File: src/rtl/epq_pkg.sv
package epq_pkg;
  localparam int NCLS  = 8;
  localparam int CLS_W = $clog2(NCLS);
  localparam int VEC_W = 8;

  localparam logic [NCLS-1:0] RST_MASK = 8'b0000_0001;
  localparam logic [NCLS-1:0] G1_MASK  = 8'b0000_0110;
  localparam logic [NCLS-1:0] G4_MASK  = 8'b1110_0000;

  localparam logic [1:0] FR_NONE = 2'd0;
  localparam logic [1:0] FR_SUSP = 2'd1;
  localparam logic [1:0] FR_NORM = 2'd2;

  typedef enum logic [1:0] {ST_IDLE, ST_RUN, ST_PUSH, ST_HAND} seq_st_e;

  function automatic logic [VEC_W-1:0] cls_vector(input logic [CLS_W-1:0] c);
    case (c)
      3'd0:    return 8'd0;
      3'd1:    return 8'd3;
      3'd2:    return 8'd2;
      3'd3:    return 8'd32;
      3'd4:    return 8'd4;
      3'd5:    return 8'd9;
      3'd6:    return 8'd12;
      default: return 8'd24;
    endcase
  endfunction

  function automatic logic [1:0] cls_frame(input logic [CLS_W-1:0] c);
    if (c == 3'd0)                    return FR_NONE;
    else if (c == 3'd1 || c == 3'd2)  return FR_SUSP;
    else                              return FR_NORM;
  endfunction

  function automatic logic [2:0] cls_group(input logic [CLS_W-1:0] c);
    case (c)
      3'd0:       return 3'd0;
      3'd1, 3'd2: return 3'd1;
      3'd3:       return 3'd2;
      3'd4:       return 3'd3;
      default:    return 3'd4;
    endcase
  endfunction
endpackage

File: src/rtl/epq_pending.sv
module epq_pending #(
  parameter int N = 8
) (
  input  logic         clk,
  input  logic         rst_n,
  input  logic [N-1:0] req,
  input  logic [N-1:0] take,
  input  logic         clr_all,
  output logic [N-1:0] pend
);
  for (genvar i = 0; i < N; i++) begin : g_bit
    always_ff @(posedge clk) begin
      if (!rst_n)       pend[i] <= 1'b0;
      else if (clr_all) pend[i] <= 1'b0;
      else              pend[i] <= (pend[i] & ~take[i]) | req[i];
    end
  end
endmodule

File: src/rtl/epq_pick.sv
module epq_pick #(
  parameter int N = 8,
  localparam int IW = (N > 1) ? $clog2(N) : 1
) (
  input  logic [N-1:0]  mask,
  output logic          valid,
  output logic [IW-1:0] idx
);
  always_comb begin
    idx = '0;
    for (int i = N - 1; i >= 0; i--) begin
      if (mask[i]) idx = IW'(i);
    end
  end
  assign valid = |mask;
endmodule

File: src/rtl/epq_susp_stack.sv
module epq_susp_stack #(
  parameter int W     = 5,
  parameter int DEPTH = 2,
  localparam int CNT_W = $clog2(DEPTH + 1)
) (
  input  logic         clk,
  input  logic         rst_n,
  input  logic         push,
  input  logic         pop,
  input  logic         flush,
  input  logic [W-1:0] din,
  output logic [W-1:0] dout,
  output logic         full,
  output logic         empty
);
  logic [W-1:0]     slot [DEPTH];
  logic [CNT_W-1:0] cnt;

  for (genvar i = 0; i < DEPTH; i++) begin : g_slot
    always_ff @(posedge clk) begin
      if (!rst_n)                            slot[i] <= '0;
      else if (push && cnt == CNT_W'(i))     slot[i] <= din;
    end
  end

  always_ff @(posedge clk) begin
    if (!rst_n)             cnt <= '0;
    else if (flush)         cnt <= '0;
    else if (push && !full) cnt <= cnt + 1'b1;
    else if (pop && !empty) cnt <= cnt - 1'b1;
  end

  always_comb begin
    dout = '0;
    for (int i = 0; i < DEPTH; i++) begin
      if (cnt == CNT_W'(i + 1)) dout = slot[i];
    end
  end

  assign full  = (cnt == CNT_W'(DEPTH));
  assign empty = (cnt == '0);
endmodule

File: src/rtl/exc_prio_seq.sv
module exc_prio_seq
  import epq_pkg::*;
#(
  parameter int STEPS      = 4,
  parameter int SUSP_DEPTH = 2,
  localparam int STEP_W = (STEPS > 1) ? $clog2(STEPS) : 1
) (
  input  logic              clk,
  input  logic              rst_n,
  input  logic [NCLS-1:0]   exc_req,
  input  logic              instr_done,
  input  logic              step_done,
  output logic              push_valid,
  input  logic              push_ready,
  output logic [VEC_W-1:0]  push_vector,
  output logic [1:0]        push_kind,
  output logic              run_active,
  output logic [CLS_W-1:0]  run_class,
  output logic [2:0]        run_group,
  output logic [STEP_W-1:0] run_step,
  output logic              hand_valid,
  output logic [VEC_W-1:0]  hand_vector
);
  localparam int ENT_W = CLS_W + STEP_W;
  localparam logic [STEP_W-1:0] LAST_STEP = STEP_W'(STEPS - 1);

  seq_st_e            st_q;
  logic [CLS_W-1:0]   cur_cls_q;
  logic [STEP_W-1:0]  cur_step_q;
  logic               chain_q;
  logic [VEC_W-1:0]   last_vec_q;

  logic [NCLS-1:0]    pend_q, elig, take;
  logic               clr_all, abort, boundary;
  logic               pk_v, g1_v, preempt;
  logic [CLS_W-1:0]   pk_idx, g1_idx;
  logic               s_push, s_pop;
  logic [ENT_W-1:0]   stk_top;
  logic               stk_full, stk_empty;

  epq_pending #(.N(NCLS)) u_pend (
    .clk(clk), .rst_n(rst_n), .req(exc_req), .take(take),
    .clr_all(clr_all), .pend(pend_q)
  );

  // Classes that wait for a boundary become eligible at one, or inside a chain
  assign boundary = instr_done | chain_q;
  assign elig = (pend_q & ~G4_MASK & ~RST_MASK) |
                (boundary ? (pend_q & G4_MASK) : '0);

  epq_pick #(.N(NCLS)) u_pick_main (
    .mask(elig), .valid(pk_v), .idx(pk_idx)
  );

  epq_pick #(.N(NCLS)) u_pick_g1 (
    .mask(pend_q & G1_MASK), .valid(g1_v), .idx(g1_idx)
  );

  epq_susp_stack #(.W(ENT_W), .DEPTH(SUSP_DEPTH)) u_stk (
    .clk(clk), .rst_n(rst_n), .push(s_push), .pop(s_pop), .flush(abort),
    .din({cur_cls_q, cur_step_q}), .dout(stk_top),
    .full(stk_full), .empty(stk_empty)
  );

  assign abort   = pend_q[0];
  assign preempt = (st_q == ST_RUN) && g1_v && (g1_idx < cur_cls_q) &&
                   !stk_full && !abort;

  always_comb begin
    take    = '0;
    clr_all = 1'b0;
    s_push  = 1'b0;
    s_pop   = 1'b0;
    if (abort) begin
      clr_all = 1'b1;
    end else begin
      case (st_q)
        ST_IDLE: if (pk_v) take = NCLS'(1) << pk_idx;
        ST_RUN: if (preempt) begin
          s_push = 1'b1;
          take   = NCLS'(1) << g1_idx;
        end
        ST_PUSH: if (push_ready && !stk_empty) s_pop = 1'b1;
        default: ;
      endcase
    end
  end

  always_ff @(posedge clk) begin
    if (!rst_n) begin
      st_q       <= ST_IDLE;
      cur_cls_q  <= '0;
      cur_step_q <= '0;
      chain_q    <= 1'b0;
      last_vec_q <= '0;
    end else if (abort) begin
      st_q       <= ST_PUSH;
      cur_cls_q  <= '0;
      cur_step_q <= '0;
      chain_q    <= 1'b0;
    end else begin
      case (st_q)
        ST_IDLE: begin
          if (pk_v) begin
            st_q       <= ST_RUN;
            cur_cls_q  <= pk_idx;
            cur_step_q <= '0;
          end else if (chain_q) begin
            st_q <= ST_HAND;
          end
        end
        ST_RUN: begin
          if (preempt) begin
            cur_cls_q  <= g1_idx;
            cur_step_q <= '0;
          end else if (step_done) begin
            if (cur_step_q == LAST_STEP) st_q <= ST_PUSH;
            else                         cur_step_q <= cur_step_q + 1'b1;
          end
        end
        ST_PUSH: begin
          if (push_ready) begin
            last_vec_q <= cls_vector(cur_cls_q);
            chain_q    <= 1'b1;
            if (!stk_empty) begin
              st_q                    <= ST_RUN;
              {cur_cls_q, cur_step_q} <= stk_top;
            end else begin
              st_q <= ST_IDLE;
            end
          end
        end
        default: begin
          chain_q <= 1'b0;
          st_q    <= ST_IDLE;
        end
      endcase
    end
  end

  assign push_valid  = (st_q == ST_PUSH);
  assign push_vector = cls_vector(cur_cls_q);
  assign push_kind   = cls_frame(cur_cls_q);
  assign run_active  = (st_q == ST_RUN);
  assign run_class   = cur_cls_q;
  assign run_group   = cls_group(cur_cls_q);
  assign run_step    = cur_step_q;
  assign hand_valid  = (st_q == ST_HAND);
  assign hand_vector = last_vec_q;
endmodule

File: config.mk
export PLATFORM = sky130hd
export DESIGN_NAME = exc_prio_seq
export DESIGN_NICKNAME = d
export VERILOG_FILES = /design/src/rtl/epq_pkg.sv /design/src/rtl/epq_pending.sv /design/src/rtl/epq_pick.sv /design/src/rtl/epq_susp_stack.sv /design/src/rtl/exc_prio_seq.sv
export SDC_FILE = /design/constraint.sdc
export NUM_CORES = 1
export LEC_CHECK = 0
export ABC_AREA = 1
export BUFFER_PORTS_ARGS = -buffer_cell sky130_fd_sc_hd__buf_2
export CAP_MARGIN = 20
export CELL_PAD_IN_SITES_DETAIL_PLACEMENT = 1
export CELL_PAD_IN_SITES_GLOBAL_PLACEMENT = 1
export CORE_ASPECT_RATIO = 0.6
export CORE_MARGIN = 2
export CORE_UTILIZATION = 40
export CTS_BUF_LIST = sky130_fd_sc_hd__clkbuf_8
export CTS_CLUSTER_SIZE = 40
export DETAILED_ROUTE_END_ITERATION = 7
export GPL_TIMING_DRIVEN = 0
export PLACE_DENSITY_LB_ADDON = 0.1
export SYNTH_ARGS = -nofsm -noshare
export SYNTH_HDL_FRONTEND = slang
export SYNTH_HIERARCHICAL = 1
export SYNTH_SLANG_ARGS = --single-unit
export TNS_END_PERCENT = 5
File: constraint.sdc
create_clock -name clk -period 2.4 [get_ports clk]
set_input_delay 0.24 -clock clk [delete_from_list [all_inputs] [get_ports clk]]
set_output_delay 0.24 -clock clk [all_outputs]
set_load 0.01 [all_outputs]
==> impl_metrics.tcl <==
set metrics [dict create \
    result_of_the_run "finished, final reports clean" \
    rsz0062_at_grt "false" \
    floorplan.die_area_sq_mm 0.00647 \
    vdd_ir_drop_max_mv 0.421 \
    slowest_stage "dfxtp_1" \
    max_freq_mhz 471 \
    final_hold_viol_count 0 \
    die_x_um 103 \
    grt_antenna_before_repair 0 \
    avgRoutedWirePerCell_um 13.5 \
    buffer_type_at_the_clock_tree_root "clkbuf_8" \
    post_synth_design_cell_area_sq_mm 0.00233 \
    min-delay-path-class "input port to register" \
    numCtsBuffers 5 \
    floorplan.core_area_sq_mm 0.00560 \
    final_setup_viols 0 \
    synthesis.instances 353 \
    routed_wl_mm 6.69 \
    min_delay_path_depth 3 \
    p_per_area_mw_per_mm2 852 \
    post_synth.cell_area_avg_sq_um 6.60 \
    pin_count_of_the_biggest_net_entering_global_routing 13 \
    n_antenna_cell 0 \
    firstDrtPassIters 4 \
    power.total_uw 2370 \
    crit_path_end_kind "register" \
    finalInstanceArea_sq_mm 0.00278 \
    synth_seq_cells 34 \
    critical_path.most_common_cell "nand2_1" \
    critical_path_s_largest_stage_delay_ps 330 \
    rr_worst_depth 15 \
    grt_pass1_vias 2321 \
    insertion_delay_ps 290 \
    yosysSeqAreaShare_pct 33.5 \
    final_max_slew_viol_count 0 \
    place_ws_ps 116 \
    cp_cell_sequence "inv_1 > nand2_1 > a31oi_4 > ha_1 > nand2_1 > nand2_1 > nand2_2 > nand2_4 > or2_4 > o22ai_1 > inv_1 > nor2_1 > inv_1 > nand2_1 > a21oi_2" \
    detail-route-antenna-nets 0 \
    crit_arrival_ps 2300 \
    top_level_i_o_count 42 \
    crit_path_max_fanout 7 \
    synth-edff-count 10 \
    layout.cells.non_filler 494 \
    timing_worst_setup_path_type "register to register" \
    clk_pin_slew_ps 80 \
    dp_hpwl_mm 5.41 \
    number_of_stages_on_the_worst_setup_path 15 \
    initial_core_util_pct 41.6 \
    critical-path-top-delay-family "simple AND/OR/NAND/NOR gates" \
    num_clock_sinks 34 \
    vias 2338 \
    initialDrtViolationCount 95 \
    globalRouteTotalUtil_pct 22.1 \
    critical_path.n_buffers_inverters 3 \
    ratio_of_cells_with_drive_above_1_in_the_final_layout_pct 19.3 \
    cts_tree "built" \
    grt_first_pass_wirelength_mm 11.0 \
    post-route-min-period_ps 2120 \
    design.final.nets 436 \
    power.leakage_uw 0.00135 \
    synthToLayoutAreaGrowth_pct 19.5 \
    die_span_y_um 63.1 \
    post-cts-setup-buffers 0 \
    most_frequently_used_flop_master_after_synthesis "dfxtp_1" \
    final_critical_path_setup_slack_ps 277 \
    grt-ovfl-total 0 \
    avgViaCountPerCell 4.73 \
    final.setup_skew_ps 6.32 \
    placed_cells 486 \
    total_placed_instance_area_sq_mm 0.00267 \
    place.gp.congestion 0.881 \
    final.setup.tns_ps 0 \
    max-clock-path-buffers 2 \
    share_of_synthesized_registers_carrying_an_async_set_or_reset_pct 0 \
    yosys_warnings 6 \
    drt_drc_violations_left 0 \
    core.rowCount 21 \
    cp_data_required_time_ps 2580 \
    cts_hold_buffers 0 \
    min_period_over_period_pct 88.5 \
    htree_num_levels 2 \
    count_of_different_cell_masters_after_synthesis 28 \
    cp-start-kind "register" \
    buffer_ports.inserted 37 \
    max_capacitance_violation_count 0 \
]
==> flip-flops by register name, indices dropped and copies added, names as in the netlist <==
register	flops
chain_q	1
hand_vector	6
run_class	3
run_step	2
st_q	2
u_pend/pend	8
u_stk/cnt	2
u_stk/slot	10
==> kinds of logic after synthesis <==
family | share of synthesized area [%]
adder cells (fa/ha/maj) | 5.37
flip-flops | 33.5
AND/OR/NAND/NOR | 31.8
buffers and inverters | 15.5
AO/OA/AOI/OAI | 13.6
other | 0.161
==> final timing paths <==
kind,slack [ps],start,endpoint
setup / recovery,280,u_pend/pend[1],u_pend/pend[0]
hold / removal,190,exc_req[2],u_pend/pend[2]
setup reg to reg,280,u_pend/pend[1],u_pend/pend[0]
hold reg to reg,470,u_pend/pend[6],u_pend/pend[6]
==> worst min-delay path: stages <==
cell and delay, ps:
buf_2 90, inv_1 60, a21oi_2 50
==> cell usage after synthesis, types with 2 or more instances <==
cell	n	area, sq um
a21oi_1	16	80.1
a21oi_2	9	78.8
a31oi_1	3	18.8
buf_2	2	10.0
buf_4	4	30.0
dfxtp_1	24	480
edfxtp_1	10	300
ha_1	10	125
inv_1	77	289
inv_2	4	15.0
nand2_1	75	282
nand2_2	3	18.8
nand2_4	4	45.0
nand3_1	21	105
nand4_1	4	25.0
nor2_1	46	173
nor3_1	6	30.0
nor3_2	3	30.0
o21ai_0	17	85.1
o22ai_1	6	37.5
or2_1	2	12.5
==> per-stage QoR <==
stage,hold WS [ps],utilization [%]
2_1_floorplan,376,-
3_3_place_gp,457,47.8
3_5_place_dp,459,47.8
4_1_cts,189,49.3
5_1_grt,189,49.7
6_report,192,49.7
==> routing by layer <==
layer,global-route usage [%],wire (um)
met1,32.9,3620
met2,33.7,2740
met3,4.11,304
met4,4.00,31
met5,0,0
==> placed cells by master, fill, tap and decap left out, drive strengths merged, types with 3 or more instances in the layout <==
cell type  instances
or2                3
nor2              47
o22ai              6
nand2             82
buf               44
ha                10
o21ai             17
nand4              4
edfxtp            10
dfxtp             24
nand3             21
clkbuf             5
a21oi             25
nor3               9
conb              17
inv               81
a31oi              3
==> power breakdown <==
group / switching [uW] / internal (uW) / total [uW]
clock network: 231 / 199 / 430
logic: 777 / 386 / 1160
registers: 96.4 / 681 / 777
total: 1100 / 1270 / 2370
==> area by class of cell <==
class	instances	area, sq um
fill	798	2810
multi-input combinational	246	1270
sequential	34	781
inverter	82	314
timing repair buffer	37	185
tap	80	100
clock buffer	5	68.8
buffer	7	51.3
clock inverter	3	16.3
==> what timing repair did <==
item                                    CTS  global route
gates resized for setup                   0             4
endpoints found under the setup margin    0            23
hold endpoints to repair                  0             0
(Power assumes the default switching activity.)
